<file path="src/rtl/dsc_fetch_pkg.sv">
package dsc_fetch_pkg;

  typedef enum logic [1:0] {
    FS_IDLE = 2'd0,
    FS_SRC  = 2'd1,
    FS_DST  = 2'd2,
    FS_CTL  = 2'd3
  } fetch_st_e;

  // log2 of the channel count rounded up to a power of two
  function automatic int unsigned f_bank_log(input int unsigned nch);
    return (nch > 1) ? $clog2(nch) : 0;
  endfunction

  // byte offset of the alternate bank
  function automatic logic [31:0] f_alt_offset(input int unsigned nch);
    return 32'd16 << f_bank_log(nch);
  endfunction

  // log2 of the full table size in bytes
  function automatic int unsigned f_table_log(input int unsigned nch);
    return 5 + f_bank_log(nch);
  endfunction

  function automatic logic f_misaligned(input logic [31:0] base, input int unsigned nch);
    logic [31:0] mask;
    mask = (32'd1 << f_table_log(nch)) - 32'd1;
    return (base & mask) != 32'd0;
  endfunction

  function automatic logic [31:0] f_entry_addr(input logic [31:0] base, input logic alt,
                                              input logic [31:0] chan, input int unsigned nch);
    return base + (alt ? f_alt_offset(nch) : 32'd0) + (chan << 4);
  endfunction

  // word offset inside an entry for each read phase
  function automatic logic [31:0] f_word_off(input fetch_st_e st);
    case (st)
      FS_DST:  return 32'd4;
      FS_CTL:  return 32'd8;
      default: return 32'd0;
    endcase
  endfunction

endpackage

</file>
<file path="src/rtl/dsc_bank_sel.sv">
module dsc_bank_sel #(
  parameter int NCH = 8
) (
  input  logic           clk,
  input  logic           rst_n,
  input  logic [NCH-1:0] sel_set,
  input  logic [NCH-1:0] sel_clr,
  output logic [NCH-1:0] sel_q
);

  logic [NCH-1:0] sel_next;

  always_comb begin
    sel_next = (sel_q | sel_set) & ~sel_clr;
  end

  always_ff @(posedge clk) begin
    if (!rst_n) sel_q <= '0;
    else        sel_q <= sel_next;
  end

  // a cleared bit reads 0 next cycle, whatever the set input did
  a_r2_clear_wins: assert property (@(posedge clk) disable iff (!rst_n)
    (|sel_clr) |=> ((sel_q & $past(sel_clr)) == '0));

  // with no set or clear activity the bits hold
  a_r2_idle_hold: assert property (@(posedge clk) disable iff (!rst_n)
    ((sel_set == '0) && (sel_clr == '0)) |=> $stable(sel_q));

endmodule

</file>
<file path="src/rtl/dsc_addr_gen.sv">
module dsc_addr_gen
  import dsc_fetch_pkg::*;
#(
  parameter int NCH = 8,
  parameter int CW  = 3
) (
  input  logic [31:0]    base,
  input  logic [CW-1:0]  chan,
  input  logic [NCH-1:0] sel_q,
  output logic [31:0]    entry_addr,
  output logic           misaligned
);

  logic        alt_pick;
  logic [31:0] chan_w;

  always_comb begin
    chan_w     = 32'(chan);
    alt_pick   = (chan_w < 32'(NCH)) ? sel_q[chan] : 1'b0;
    entry_addr = f_entry_addr(base, alt_pick, chan_w, NCH);
    misaligned = f_misaligned(base, NCH);
  end

  // an entry computed from an aligned base always starts on 16 bytes
  always_comb begin
    if (!misaligned) a_r3_entry_on_16: assert (entry_addr[3:0] == 4'd0);
  end

endmodule

</file>
<file path="src/rtl/dsc_fetch_seq.sv">
module dsc_fetch_seq
  import dsc_fetch_pkg::*;
(
  input  logic        clk,
  input  logic        rst_n,
  input  logic        req_valid,
  input  logic        misaligned,
  input  logic [31:0] entry_addr,
  output logic        busy,
  output logic        mem_valid,
  output logic [31:0] mem_addr,
  input  logic        mem_ready,
  input  logic [31:0] mem_rdata,
  output logic        done,
  output logic [31:0] desc_src,
  output logic [31:0] desc_dst,
  output logic [31:0] desc_ctl,
  output logic        err
);

  fetch_st_e   st_q;
  logic [31:0] base_q;
  logic        accept_ok;
  logic        accept_bad;
  logic        beat;

  assign accept_ok  = (st_q == FS_IDLE) && req_valid && !misaligned;
  assign accept_bad = (st_q == FS_IDLE) && req_valid &&  misaligned;
  assign beat       = mem_valid && mem_ready;

  assign busy      = (st_q != FS_IDLE);
  assign mem_valid = (st_q != FS_IDLE);
  assign mem_addr  = base_q + f_word_off(st_q);

  always_ff @(posedge clk) begin
    if (!rst_n) begin
      st_q     <= FS_IDLE;
      base_q   <= '0;
      desc_src <= '0;
      desc_dst <= '0;
      desc_ctl <= '0;
      done     <= 1'b0;
      err      <= 1'b0;
    end else begin
      done <= 1'b0;
      err  <= accept_bad;
      case (st_q)
        FS_IDLE: if (accept_ok) begin
          base_q <= entry_addr;
          st_q   <= FS_SRC;
        end
        FS_SRC: if (beat) begin
          desc_src <= mem_rdata;
          st_q     <= FS_DST;
        end
        FS_DST: if (beat) begin
          desc_dst <= mem_rdata;
          st_q     <= FS_CTL;
        end
        FS_CTL: if (beat) begin
          desc_ctl <= mem_rdata;
          done     <= 1'b1;
          st_q     <= FS_IDLE;
        end
        default: st_q <= FS_IDLE;
      endcase
    end
  end

  // a stalled read keeps its address and valid
  a_r5_hold_until_ready: assert property (@(posedge clk) disable iff (!rst_n)
    (mem_valid && !mem_ready) |=> (mem_valid && $stable(mem_addr)));

  // the pad word of an entry is never requested
  a_r4_no_pad_word: assert property (@(posedge clk) disable iff (!rst_n)
    mem_valid |-> (mem_addr[3:0] != 4'hC));

  // done lasts one cycle
  a_r6_done_pulse: assert property (@(posedge clk) disable iff (!rst_n)
    done |=> !done);

  // a refused request leaves the read port quiet
  a_r7_err_no_read: assert property (@(posedge clk) disable iff (!rst_n)
    err |-> !mem_valid);

  // while busy a request cannot restart the entry address
  a_r8_busy_ignores: assert property (@(posedge clk) disable iff (!rst_n)
    (busy && !beat) |=> (busy && $stable(mem_addr)));

endmodule

</file>
<file path="src/rtl/dsc_fetch_unit.sv">
module dsc_fetch_unit
  import dsc_fetch_pkg::*;
#(
  parameter  int NCH = 8,
  localparam int CW  = (NCH > 1) ? $clog2(NCH) : 1
) (
  input  logic           clk,
  input  logic           rst_n,
  input  logic           base_wr_en,
  input  logic [31:0]    base_wr_data,
  input  logic [NCH-1:0] sel_set,
  input  logic [NCH-1:0] sel_clr,
  output logic [NCH-1:0] sel_q,
  input  logic           req_valid,
  input  logic [CW-1:0]  req_chan,
  output logic           busy,
  output logic           mem_valid,
  output logic [31:0]    mem_addr,
  input  logic           mem_ready,
  input  logic [31:0]    mem_rdata,
  output logic           done,
  output logic [31:0]    desc_src,
  output logic [31:0]    desc_dst,
  output logic [31:0]    desc_ctl,
  output logic           err
);

  logic [31:0] base_q;
  logic [31:0] entry_addr;
  logic        misaligned;

  always_ff @(posedge clk) begin
    if (!rst_n)          base_q <= '0;
    else if (base_wr_en) base_q <= base_wr_data;
  end

  dsc_bank_sel #(.NCH(NCH)) u_sel (
    .clk     (clk),
    .rst_n   (rst_n),
    .sel_set (sel_set),
    .sel_clr (sel_clr),
    .sel_q   (sel_q)
  );

  dsc_addr_gen #(.NCH(NCH), .CW(CW)) u_addr (
    .base       (base_q),
    .chan       (req_chan),
    .sel_q      (sel_q),
    .entry_addr (entry_addr),
    .misaligned (misaligned)
  );

  dsc_fetch_seq u_seq (
    .clk        (clk),
    .rst_n      (rst_n),
    .req_valid  (req_valid),
    .misaligned (misaligned),
    .entry_addr (entry_addr),
    .busy       (busy),
    .mem_valid  (mem_valid),
    .mem_addr   (mem_addr),
    .mem_ready  (mem_ready),
    .mem_rdata  (mem_rdata),
    .done       (done),
    .desc_src   (desc_src),
    .desc_dst   (desc_dst),
    .desc_ctl   (desc_ctl),
    .err        (err)
  );

  // err only follows a request made against a misaligned base
  a_r7_err_cause: assert property (@(posedge clk) disable iff (!rst_n)
    err |-> ($past(req_valid) && $past(misaligned)));

  // a base write lands in the register the next cycle
  a_r1_base_load: assert property (@(posedge clk) disable iff (!rst_n)
    base_wr_en |=> (base_q == $past(base_wr_data)));

endmodule

</file>
<file path="config.mk">
export PLATFORM = sky130hd
export DESIGN_NAME = dsc_fetch_unit
export DESIGN_NICKNAME = d
export VERILOG_FILES = /design/src/rtl/dsc_fetch_pkg.sv /design/src/rtl/dsc_bank_sel.sv /design/src/rtl/dsc_addr_gen.sv /design/src/rtl/dsc_fetch_seq.sv /design/src/rtl/dsc_fetch_unit.sv
export SDC_FILE = /design/constraint.sdc
export NUM_CORES = 1
export LEC_CHECK = 0
export BUFFER_PORTS_ARGS = -buffer_cell sky130_fd_sc_hd__buf_2
export CAP_MARGIN = 20
export CELL_PAD_IN_SITES_DETAIL_PLACEMENT = 0
export CELL_PAD_IN_SITES_GLOBAL_PLACEMENT = 1
export CORE_MARGIN = 2
export CORE_UTILIZATION = 40
export DETAILED_ROUTE_END_ITERATION = 12
export GPL_ROUTABILITY_DRIVEN = 0
export GPL_TIMING_DRIVEN = 0
export PLACE_DENSITY = 0.89
export SYNTH_ARGS = -nofsm -noshare
export SYNTH_HDL_FRONTEND = slang
export SYNTH_HIERARCHICAL = 1
export SYNTH_SLANG_ARGS = --single-unit
</file>
<file path="constraint.sdc">
create_clock -name clk -period 6.6 [get_ports clk]
set_input_delay 0.33 -clock clk [delete_from_list [all_inputs] [get_ports clk]]
set_output_delay 0.33 -clock clk [all_outputs]
set_load 0.005 [all_outputs]
</file>
==> results.py <==
metrics = {
    "grt": {
        "gr-usage-all-layers": 0.203,
        "grt_pass1_vias": 6354,
        "grt_max_degree": 18,
        "grt_pass1_wl_um": 32300,
        "antenna_found_initial": 1,
        "overflow": 0,
    },
    "sta": {
        "hold_viol_final": 0,
        "skew_ns": 0.00949,
        "timing.fmax_mhz": 351,
        "period_minus_slack_ns": 2.85,
        "worstMarginPinSlew_ns": 0.571,
        "rsz0062_at_grt": "false",
        "relSlewSlack": 0.619,
        "post-route-period-util": 0.431,
        "whs_ns": 0.0576,
        "setup_tns_ns": 0,
        "final_max_slew_viol_count": 0,
        "setup_viol": 0,
    },
    "synth": {
        "synth.area.top_cells": "dfxtp_1, nand2_1, a21oi_1, xnor2_1, mux2i_1",
        "synth_area_um2": 7530,
        "yosysTopAreaCell": "dfxtp_1",
        "async_flop_share": 0,
        "synthCells": 901,
        "synth_edf_count": 0,
        "syn_nets": 1002,
        "synth_cell_type_count": 43,
        "ys_warn_count": 6,
        "synth_seq_cells": 172,
        "avgSynthCellArea_um2": 8.36,
        "yosys_most_used_dff": "dfxtp_1",
        "seq_area_frac_synth": 0.457,
        "yosysTopAreaCellShare": 0.457,
    },
    "clock_tree": {
        "cts-root-buf": "clkbuf_16",
        "clkSinkCount": 172,
        "cts_buffers": 17,
        "cts.clk_slew.worst_paths_ns": 0.07,
        "clk_latency_ns": 0.43,
        "postCtsSetupBuffers": 0,
        "hold_buffers": 0,
        "cts_tree": "done",
        "cts_buffer_depth": 2,
        "ctsResizeCount": 0,
        "cts-htree-levels": 4,
    },
    "layout": {
        "syn2layout_area_growth_pct": 26.8,
        "fin_nets": 1247,
        "final_common_cell": "nand2_1",
        "drive_above_1_share": 0.261,
        "final_area_um2": 9550,
        "final_cell_mix": "nand2_1, buf_2, dfxtp_1, a21oi_1, xnor2_1",
    },
    "flow_run": {
        "max-cap-violations": 0,
    },
    "route": {
        "ant_nets": 0,
        "detail_route.iter0.violations": 402,
        "drtPass1Iterations": 5,
        "dr_total_vias": 6850,
        "routed_via_density": 4.91,
        "drc_errors": 0,
        "wl_um": 20400,
        "avgRoutedWirePerCell_um": 14.7,
    },
    "floorplan": {
        "core_area_um2": 18600,
        "start_util": 0.406,
        "rows": 50,
        "die_y_um": 141,
        "die_w_um": 141,
        "pin_count": 228,
        "die-area_um2": 20000,
    },
    "setup_path": {
        "cp_data_arrival_time_ns": 3.20,
        "regToRegSetupSlack_ns": 3.75,
        "worstSetupPathType": "reg -> reg",
        "reg2reg_from": "u_sel/sel_q[3]",
        "cp-start-kind": "register",
        "end_kind": "register",
        "cp-startpoint": "u_sel/sel_q[3]",
        "cp_max_fo": 10,
        "crit_slowest_cell": "mux4_2",
        "required_ns": 6.96,
        "path_cells": "mux4_2 -> mux2_2 -> ha_1 -> nand3_1 -> o22ai_1 -> buf_2 -> nor3b_1 -> xor2_1 -> nand2_1 -> a21oi_1",
        "critPathMaxStageDelay_ns": 0.47,
    },
    "min_path": {
        "min-delay-start": "sel_clr[2]",
        "hold_path_class": "in -> reg",
    },
    "power_and_ir_drop": {
        "power_density_nw_per_um2": 245,
        "p_leak_nw": 4.06,
        "ir_drop_mv": 0.177,
    },
    "placed_design": {
        "numPortBuffers": 226,
        "post_dp_cell_area_um2": 8960,
        "dp_hpwl_um": 15600,
    },
    "run_status": {
        "status": "completed",
    },
}
-- registers in the layout (all words and copies together) (netlist names) --
signal / count
u_sel/sel_q: 8
base_q: 32
u_seq/desc_dst: 32
u_seq/desc_ctl: 32
u_seq/err: 1
u_seq/base_q: 32
u_seq/done: 1
u_seq/desc_src: 32
u_seq/st_q: 2
-- path summary, 6_finish.rpt --
check / endpoint / cells past startpoint
worst max register to register: u_seq/base_q[17] / 10
worst min-delay path: u_sel/sel_q[2] / 2
worst min register to register: u_seq/desc_src[31] / 2
worst max-delay path: u_seq/base_q[17] / 10
-- layout make-up --
class | count | area (um2)
Clock inverter | 14 | 150
Timing Repair Buffer | 226 | 1130
Sequential cell | 172 | 3440
Buffer | 60 | 329
Fill cell | 1809 | 9030
Antenna cell | 1 | 2.50
Tap cell | 234 | 293
Inverter | 8 | 30.0
Multi-Input combinational cell | 661 | 3730
Clock buffer | 18 | 439
-- metrics by stage --
step	total power [mW]	std cells	worst slack [ns]	utilization
after CTS	2.37	1393	3.72	0.514
after floorplan	1.27	901	4.11	-
after global routing	2.44	1394	3.51	0.514
after global placement	1.37	1361	3.62	0.482
after detailed placement	1.37	1361	3.59	0.482
final	2.34	1394	3.75	0.514
-- layer usage --
layer | up-vias | routed length (um) | track usage
li1 | 3477 | - | -
met1 | 3157 | 9000 | 0.263
met2 | 187 | 9780 | 0.331
met3 | 29 | 1160 | 0.0428
met4 | 0 | 505 | 0.0789
met5 | - | 0 | 0
-- critical path, delay by kind of cell (launching register included) --
family | cells | cell delay, ns
compound gates | 2 | 0.45
flops | 1 | 0.33
xor+xnor | 1 | 0.16
mux | 2 | 0.75
fa+ha+maj | 1 | 0.34
buf+inv | 1 | 0.32
simple gates | 3 | 0.42
-- cell usage after synthesis (2+ instances only) --
master,n
xor2_1,9
nand3_1,18
and3_2,2
nand4b_1,2
mux4_2,2
nor4b_2,2
inv_1,8
clkbuf_1,37
nor4_1,2
dfxtp_1,172
nor3b_2,8
nor2_1,18
nor2b_1,35
nand4_1,24
nor3b_1,2
buf_4,7
buf_2,11
and3_1,8
fa_1,2
xnor2_1,44
ha_1,11
nand2_1,276
nor3_1,7
mux2i_1,32
buf_12,3
and2_1,5
a21oi_1,133
nor4_4,2
and4_1,2
buf_6,2
o21a_1,2
nor2_2,2
-- power breakdown --
group	switching (mW)	total (mW)	leakage, nW	internal [mW]
sequential	0.0335	1.11	1.39	1.07
combinational	0.133	0.243	2.38	0.109
clock	0.449	0.994	0.278	0.544
total	0.616	2.34	4.06	1.73
-- cells by family (layout without fill, tap and decap cells) --
kind of cell               count (synthesis)  in the layout  synth area share
buffers and inverters                     68            326            0.0477
muxes                                     35             35            0.0500
other                                      0              1                 0
xor gates and xnor gates                  53             53            0.0616
adders and majority gates                 13             13            0.0236
AOI/OAI and AO/OA                        139            139            0.0942
DFF                                      172            172             0.457
and+or+nand+nor                          421            421             0.266
No activity file was read; power rests on OpenSTA's default activity.
